`config.mk`:
```
export PLATFORM = sky130hd
export DESIGN_NAME = pport_top
export DESIGN_NICKNAME = d
export VERILOG_FILES = /design/src/rtl/pport_pkg.sv /design/src/rtl/pport_decode.sv /design/src/rtl/pport_sync.sv /design/src/rtl/pport_regs.sv /design/src/rtl/pport_top.sv
export SDC_FILE = /design/constraint.sdc
export NUM_CORES = 1
export LEC_CHECK = 0
export BUFFER_PORTS_ARGS = -buffer_cell sky130_fd_sc_hd__buf_4
export CAP_MARGIN = 15
export CORE_MARGIN = 10
export CORE_UTILIZATION = 38
export CTS_CLUSTER_SIZE = 8
export DETAILED_ROUTE_END_ITERATION = 10
export PLACE_DENSITY = 0.8
export SETUP_SLACK_MARGIN = 0.4
export SLEW_MARGIN = 20
export SYNTH_ARGS = -nofsm -noshare
export SYNTH_HDL_FRONTEND = slang
export SYNTH_HIERARCHICAL = 1
export SYNTH_SLANG_ARGS = --single-unit
```
`constraint.sdc`:
```
create_clock -name clk -period 2.95 [get_ports clk]
set_input_delay 0.295 -clock clk [delete_from_list [all_inputs] [get_ports clk]]
set_output_delay 0.295 -clock clk [all_outputs]
set_load 0.1 [all_outputs]
```
`src/rtl/pport_pkg.sv`:
```
package pport_pkg;

    // Access states for one bus cycle
    typedef enum logic [1:0] {
        ACC_IDLE    = 2'd0,
        ACC_DATA_RD = 2'd1,
        ACC_DATA_WR = 2'd2,
        ACC_DIR_WR  = 2'd3
    } acc_kind_t;

    localparam int unsigned ADDR_W_DEF = 30;
    localparam int unsigned BUS_W_DEF  = 32;
    localparam int unsigned BE_W_DEF   = 4;

endpackage

```
`src/rtl/pport_decode.sv`:
```
module pport_decode
    import pport_pkg::*;
#(
    parameter int unsigned    ADDR_W    = 30,
    parameter int unsigned    BE_W      = 4,
    parameter logic [ADDR_W-1:0] DATA_WADDR = 30'h03FC444,
    parameter logic [ADDR_W-1:0] DIR_WADDR  = 30'h03FC445
) (
    input  logic              clk,
    input  logic              rst_n,
    input  logic [ADDR_W-1:0] addr,
    input  logic              rnw,
    input  logic              me,
    input  logic [BE_W-1:0]   be,
    output acc_kind_t         kind
);

    logic hit_data;
    logic hit_dir;
    logic qual;

    always_comb begin
        hit_data = (addr == DATA_WADDR);
        hit_dir  = (addr == DIR_WADDR);
        qual     = me & be[0];
    end

    always_comb begin
        kind = ACC_IDLE;
        if (qual) begin
            unique case ({hit_data, hit_dir, rnw})
                3'b101:  kind = ACC_DATA_RD;
                3'b100:  kind = ACC_DATA_WR;
                3'b010:  kind = ACC_DIR_WR;
                default: kind = ACC_IDLE;
            endcase
        end
    end

    // a claimed access always carries the master enable and byte lane 0
    a_r7_claim_qualified: assert property (@(posedge clk) disable iff (!rst_n)
        (kind != ACC_IDLE) |-> (me && be[0]));

    // reads at the direction address are never claimed
    a_r8_dir_read_idle: assert property (@(posedge clk) disable iff (!rst_n)
        (rnw && addr == DIR_WADDR) |-> (kind == ACC_IDLE));

endmodule

```
`src/rtl/pport_sync.sv`:
```
module pport_sync #(
    parameter int unsigned WIDTH  = 8,
    parameter int unsigned STAGES = 2
) (
    input  logic             clk,
    input  logic             rst_n,
    input  logic [WIDTH-1:0] d,
    output logic [WIDTH-1:0] q
);

    localparam int unsigned LAST = STAGES - 1;

    for (genvar b = 0; b < WIDTH; b++) begin : g_bit
        logic [STAGES-1:0] chain;

        always_ff @(posedge clk or negedge rst_n) begin
            if (!rst_n) begin
                chain <= '1;
            end else if (STAGES == 1) begin
                chain[0] <= d[b];
            end else begin
                chain <= {chain[STAGES-2:0], d[b]};
            end
        end

        assign q[b] = chain[LAST];
    end

endmodule

```
`src/rtl/pport_regs.sv`:
```
module pport_regs
    import pport_pkg::*;
#(
    parameter int unsigned WIDTH = 8
) (
    input  logic             clk,
    input  logic             rst_n,
    input  acc_kind_t        kind,
    input  logic [WIDTH-1:0] wbyte,
    output logic [WIDTH-1:0] dir_q,
    output logic [WIDTH-1:0] latch_q
);

    logic [WIDTH-1:0] dir_d;
    logic [WIDTH-1:0] latch_d;

    // Next-state selection by access state
    always_comb begin
        dir_d   = dir_q;
        latch_d = latch_q;
        unique case (kind)
            ACC_DIR_WR:  dir_d   = wbyte;
            ACC_DATA_WR: latch_d = wbyte;
            ACC_DATA_RD,
            ACC_IDLE:    ;
            default:     ;
        endcase
    end

    // State register
    always_ff @(posedge clk or negedge rst_n) begin
        if (!rst_n) begin
            dir_q   <= '0;
            latch_q <= '0;
        end else begin
            dir_q   <= dir_d;
            latch_q <= latch_d;
        end
    end

    // a direction write lands after the edge
    a_r2_dir_load: assert property (@(posedge clk) disable iff (!rst_n)
        (kind == ACC_DIR_WR) |=> (dir_q == $past(wbyte)));

    // a data write lands in the latch after the edge
    a_r3_latch_load: assert property (@(posedge clk) disable iff (!rst_n)
        (kind == ACC_DATA_WR) |=> (latch_q == $past(wbyte)));

    // without a matching write the state holds
    a_r7_latch_hold: assert property (@(posedge clk) disable iff (!rst_n)
        (kind != ACC_DATA_WR) |=> $stable(latch_q));

    a_r7_dir_hold: assert property (@(posedge clk) disable iff (!rst_n)
        (kind != ACC_DIR_WR) |=> $stable(dir_q));

endmodule

```
`src/rtl/pport_top.sv`:
```
module pport_top
    import pport_pkg::*;
#(
    parameter int unsigned ADDR_W      = 30,
    parameter int unsigned BUS_W       = 32,
    parameter int unsigned BE_W        = 4,
    parameter int unsigned PINS        = 8,
    parameter int unsigned SYNC_STAGES = 2,
    parameter logic [ADDR_W-1:0] DATA_WADDR = 30'h03FC444,
    parameter logic [ADDR_W-1:0] DIR_WADDR  = 30'h03FC445
) (
    input  logic              clk,
    input  logic              rst_n,
    input  logic [ADDR_W-1:0] bus_addr,
    input  logic              bus_rnw,
    input  logic              bus_me,
    input  logic [BE_W-1:0]   bus_be,
    input  logic [BUS_W-1:0]  bus_wdata,
    output logic [BUS_W-1:0]  bus_rdata,
    output logic              bus_rdata_oe,
    output logic              bus_ack,
    output logic              bus_ack_oe,
    input  logic [PINS-1:0]   pin_in,
    output logic [PINS-1:0]   pin_out,
    output logic [PINS-1:0]   pin_oe
);

    localparam int unsigned PAD_W = BUS_W - PINS;

    acc_kind_t       kind;
    logic [PINS-1:0] pin_sync;
    logic [PINS-1:0] dir_q;
    logic [PINS-1:0] latch_q;

    pport_decode #(
        .ADDR_W     (ADDR_W),
        .BE_W       (BE_W),
        .DATA_WADDR (DATA_WADDR),
        .DIR_WADDR  (DIR_WADDR)
    ) u_decode (
        .clk   (clk),
        .rst_n (rst_n),
        .addr  (bus_addr),
        .rnw   (bus_rnw),
        .me    (bus_me),
        .be    (bus_be),
        .kind  (kind)
    );

    pport_sync #(
        .WIDTH  (PINS),
        .STAGES (SYNC_STAGES)
    ) u_sync (
        .clk   (clk),
        .rst_n (rst_n),
        .d     (pin_in),
        .q     (pin_sync)
    );

    pport_regs #(
        .WIDTH (PINS)
    ) u_regs (
        .clk     (clk),
        .rst_n   (rst_n),
        .kind    (kind),
        .wbyte   (bus_wdata[PINS-1:0]),
        .dir_q   (dir_q),
        .latch_q (latch_q)
    );

    // Bus response outputs
    always_comb begin
        bus_ack_oe   = 1'b0;
        bus_rdata_oe = 1'b0;
        bus_rdata    = '0;
        unique case (kind)
            ACC_DATA_RD: begin
                bus_ack_oe   = 1'b1;
                bus_rdata_oe = 1'b1;
                bus_rdata    = {{PAD_W{1'b0}}, pin_sync};
            end
            ACC_DATA_WR,
            ACC_DIR_WR: bus_ack_oe = 1'b1;
            ACC_IDLE:   ;
            default:    ;
        endcase
        bus_ack = bus_ack_oe;
    end

    assign pin_out = latch_q;
    assign pin_oe  = dir_q;

    // read data upper bits stay zero
    a_r4_upper_zero: assert property (@(posedge clk) disable iff (!rst_n)
        bus_rdata[BUS_W-1:PINS] == '0);

    // read data is enabled only inside a claimed read
    a_r4_rdata_in_read: assert property (@(posedge clk) disable iff (!rst_n)
        bus_rdata_oe |-> (bus_rnw && bus_ack_oe));

    // an enabled acknowledge is always a high level
    a_r9_ack_high: assert property (@(posedge clk) disable iff (!rst_n)
        bus_ack_oe |-> bus_ack);

    // no claim without the master enable
    a_r7_no_me_no_ack: assert property (@(posedge clk) disable iff (!rst_n)
        !bus_me |-> !bus_ack_oe);

endmodule

```
==> metrics.cfg <==
[yosys]
ys_ff_latch = 32
synthCells = 109
synth_edf_count = 0
synth_top_area_cell = dfstp_2
post-synth-top-area-fraction_pct = 27.79
ys_types = 23
synthFlopType = dfstp_2
syn_avg_cell_area_um2 = 13.88
syn_area_um2 = 1513
synthArstFlopShare_pct = 100.0
synthTopCellsByArea = dfstp_2, dfrtp_1, buf_4, mux2_4, mux2_2
synthMostInstantiatedCell = buf_4
yosysSeqAreaShare_pct = 54.26
synth.top_cells.by_count = buf_4, dfrtp_1, dfstp_2
synth_warnings = 6

[timing]
fin_skew_ns = 0.003468
rsz0062_at_grt = false
period_share_pct = 78.71
fmax_ghz = 0.4307
finalSetupTns_ns = 0
final-hold-violation-count = 0
whs_ns = 0.1230
finalSetupViolations = 0
period_needed_ns = 2.322
slew_violations = 0
setup_ws_ns = 0.6281

[clock_network]
clkSlewWorstSetupHoldPaths_ns = 0.06
ctsRootBufferMaster = clkbuf_8
cts_buffer_depth = 2
cts_buffers = 5
post_cts_buffers = 0
worst_skew_pair.late_latency_ns = 0.27
holdBufCountCts = 1
cts_tree = built
cts_sinks = 32
htree_levels = 2
cts_resized = 0

[floorplanning]
initial_core_util_pct = 40.41
coreArea_um2 = 3744
rows = 22
die-area_um2 = 6905
die_w_um = 83.10
pin_count = 129
fp.dieH_um = 83.10

[critical_path]
path_buf_inv = 3
cp_top_family = simple AND/OR/NAND/NOR gates
arrival_ns = 2.03
crit_top_cell = buf_4
startpoint_type = primary input
end_kind = primary output
worstPathRequired_ns = 2.65
max_stage_delay_ns = 0.44
crit_chain = buf_4, nor4_2, nand4b_1, nor4_1, buf_4, and3b_2, buf_4
path_max_fanout = 10
worst_path_max_delay_cell = nor4_1
worstSetupPathType = in2out

[placed_design]
postPlaceCellArea_um2 = 2012
dp_cells = 225
dp_slack_ns = 0.6186
numPortBuffers = 77
place.gp.congestion = 0.8332

[finish]
n_antenna_cell = 0
drive_gt1_share_pct = 70.97
syn2layout_area_growth_pct = 39.62
design_area_um2 = 2112
finalNetCount = 263
stdcell_count = 234
final_core_util_pct = 56.42

[drt]
dr.pass1.iters = 4
routed_wl_mm = 4.040
wl_per_cell_um = 17.26
vias_per_cell = 4.423
vias = 1035
drc_errors = 0
drtIter0Drc = 25
final_antenna_net_count = 0

[power]
power.total_uw = 998.1
power.density_nw_per_um2 = 472.6
switchingPower_uw = 303.0
p_leak_nw = 1.128
seqPwrFrac_pct = 46.2
p_sw_share_pct = 30.35
power_frac_comb_pct = 20.3
clockPowerShare_pct = 33.5
internal_power_uw = 695.2
ir_worst_vdd_v = 0.0003196

[grt]
grt_antenna_before_repair = 0
grt_use_total_pct = 11.36
grt_pass1_wl_mm = 6.285
grt_pass1_vias = 1193
overflow = 0
grt_start_max_net_pins = 33

[status]
status = completed

[flow_run]
drv_cap = 0

[worst_hold_path]
hold_path.class = in2reg

-- power by group through the flow --
stage / Combinational [mW] / Sequential (mW) / Clock (mW)
6_report: 0.202 / 0.461 / 0.334
5_1_grt: 0.210 / 0.462 / 0.364
4_1_cts: 0.201 / 0.462 / 0.348
3_5_place_dp: 0.200 / 0.469 / 0
3_3_place_gp: 0.198 / 0.468 / 0
2_1_floorplan: 0.169 / 0.468 / 0
-- sequential cells by signal (all words and copies together) (netlist names) --
name,flops
u_regs/latch_q,8
u_sync/g_bit.chain,16
u_regs/dir_q,8
-- layout make-up --
class	count	area (um^2)
Fill cell	336	1632
Sequential cell	32	820.8
Tap cell	48	60.06
Multi-Input combinational cell	66	538.0
Timing Repair Buffer	80	603.1
Clock buffer	8	90.09
-- cell usage in the layout, fill, tap and decap left out, drive strengths merged --
| cell | netlist | layout |
|---|---|---|
| nor4 | 4 | 4 |
| dfstp | 16 | 16 |
| buf | 34 | 79 |
| nand3 | 1 | 1 |
| and3b | 8 | 8 |
| xnor2 | 1 | 1 |
| or2 | 1 | 1 |
| nor2b | 1 | 1 |
| nor4b | 2 | 2 |
| nand2 | 3 | 3 |
| and4 | 1 | 1 |
| dlygate4sd3 | 0 | 1 |
| nand4b | 1 | 1 |
| conb | 1 | 24 |
| and4bb | 1 | 1 |
| mux2 | 16 | 16 |
| nor4bb | 1 | 1 |
| clkbuf | 0 | 8 |
| nand2b | 1 | 1 |
| dfrtp | 16 | 16 |
-- final timing paths --
path,from,end,slack (ns),depth (start not counted)
worst min register to register,u_sync/g_bit[1].chain[0]$_DFF_PN1_,u_sync/g_bit[1].chain[1]$_DFF_PN1_,0.35,0
max in group asynchronous,rst_n,u_sync/g_bit[7].chain[1]$_DFF_PN1_,2.16,2
worst min-delay path,pin_in[5],u_sync/g_bit[5].chain[0]$_DFF_PN1_,0.12,1
min in group asynchronous,rst_n,u_regs/dir_q[0]$_DFFE_PN0N_,0.47,2
worst max register to register,u_regs/latch_q[3]$_DFFE_PN0N_,u_regs/latch_q[3]$_DFFE_PN0N_,2.17,1
worst max-delay path,bus_addr[5],bus_rdata[3],0.63,7
-- routing by layer --
metal,track usage (%),wire [um]
met5,0,0
met2,17.04,1723
met1,11.53,1584
met4,5.077,54
met3,8.594,678
-- kinds of logic (layout without fill, tap and decap cells) --
family        after synthesis  after routing  synth area share, %
buf+inv                    34             88                17.12
mux                        16             16                13.90
other cells                 1             24               0.2479
flops                      32             32                54.26
xor+xnor                    1              1               0.5791
simple gates               25             25                13.90
Note: power is estimated with default switching activity, not from simulation.
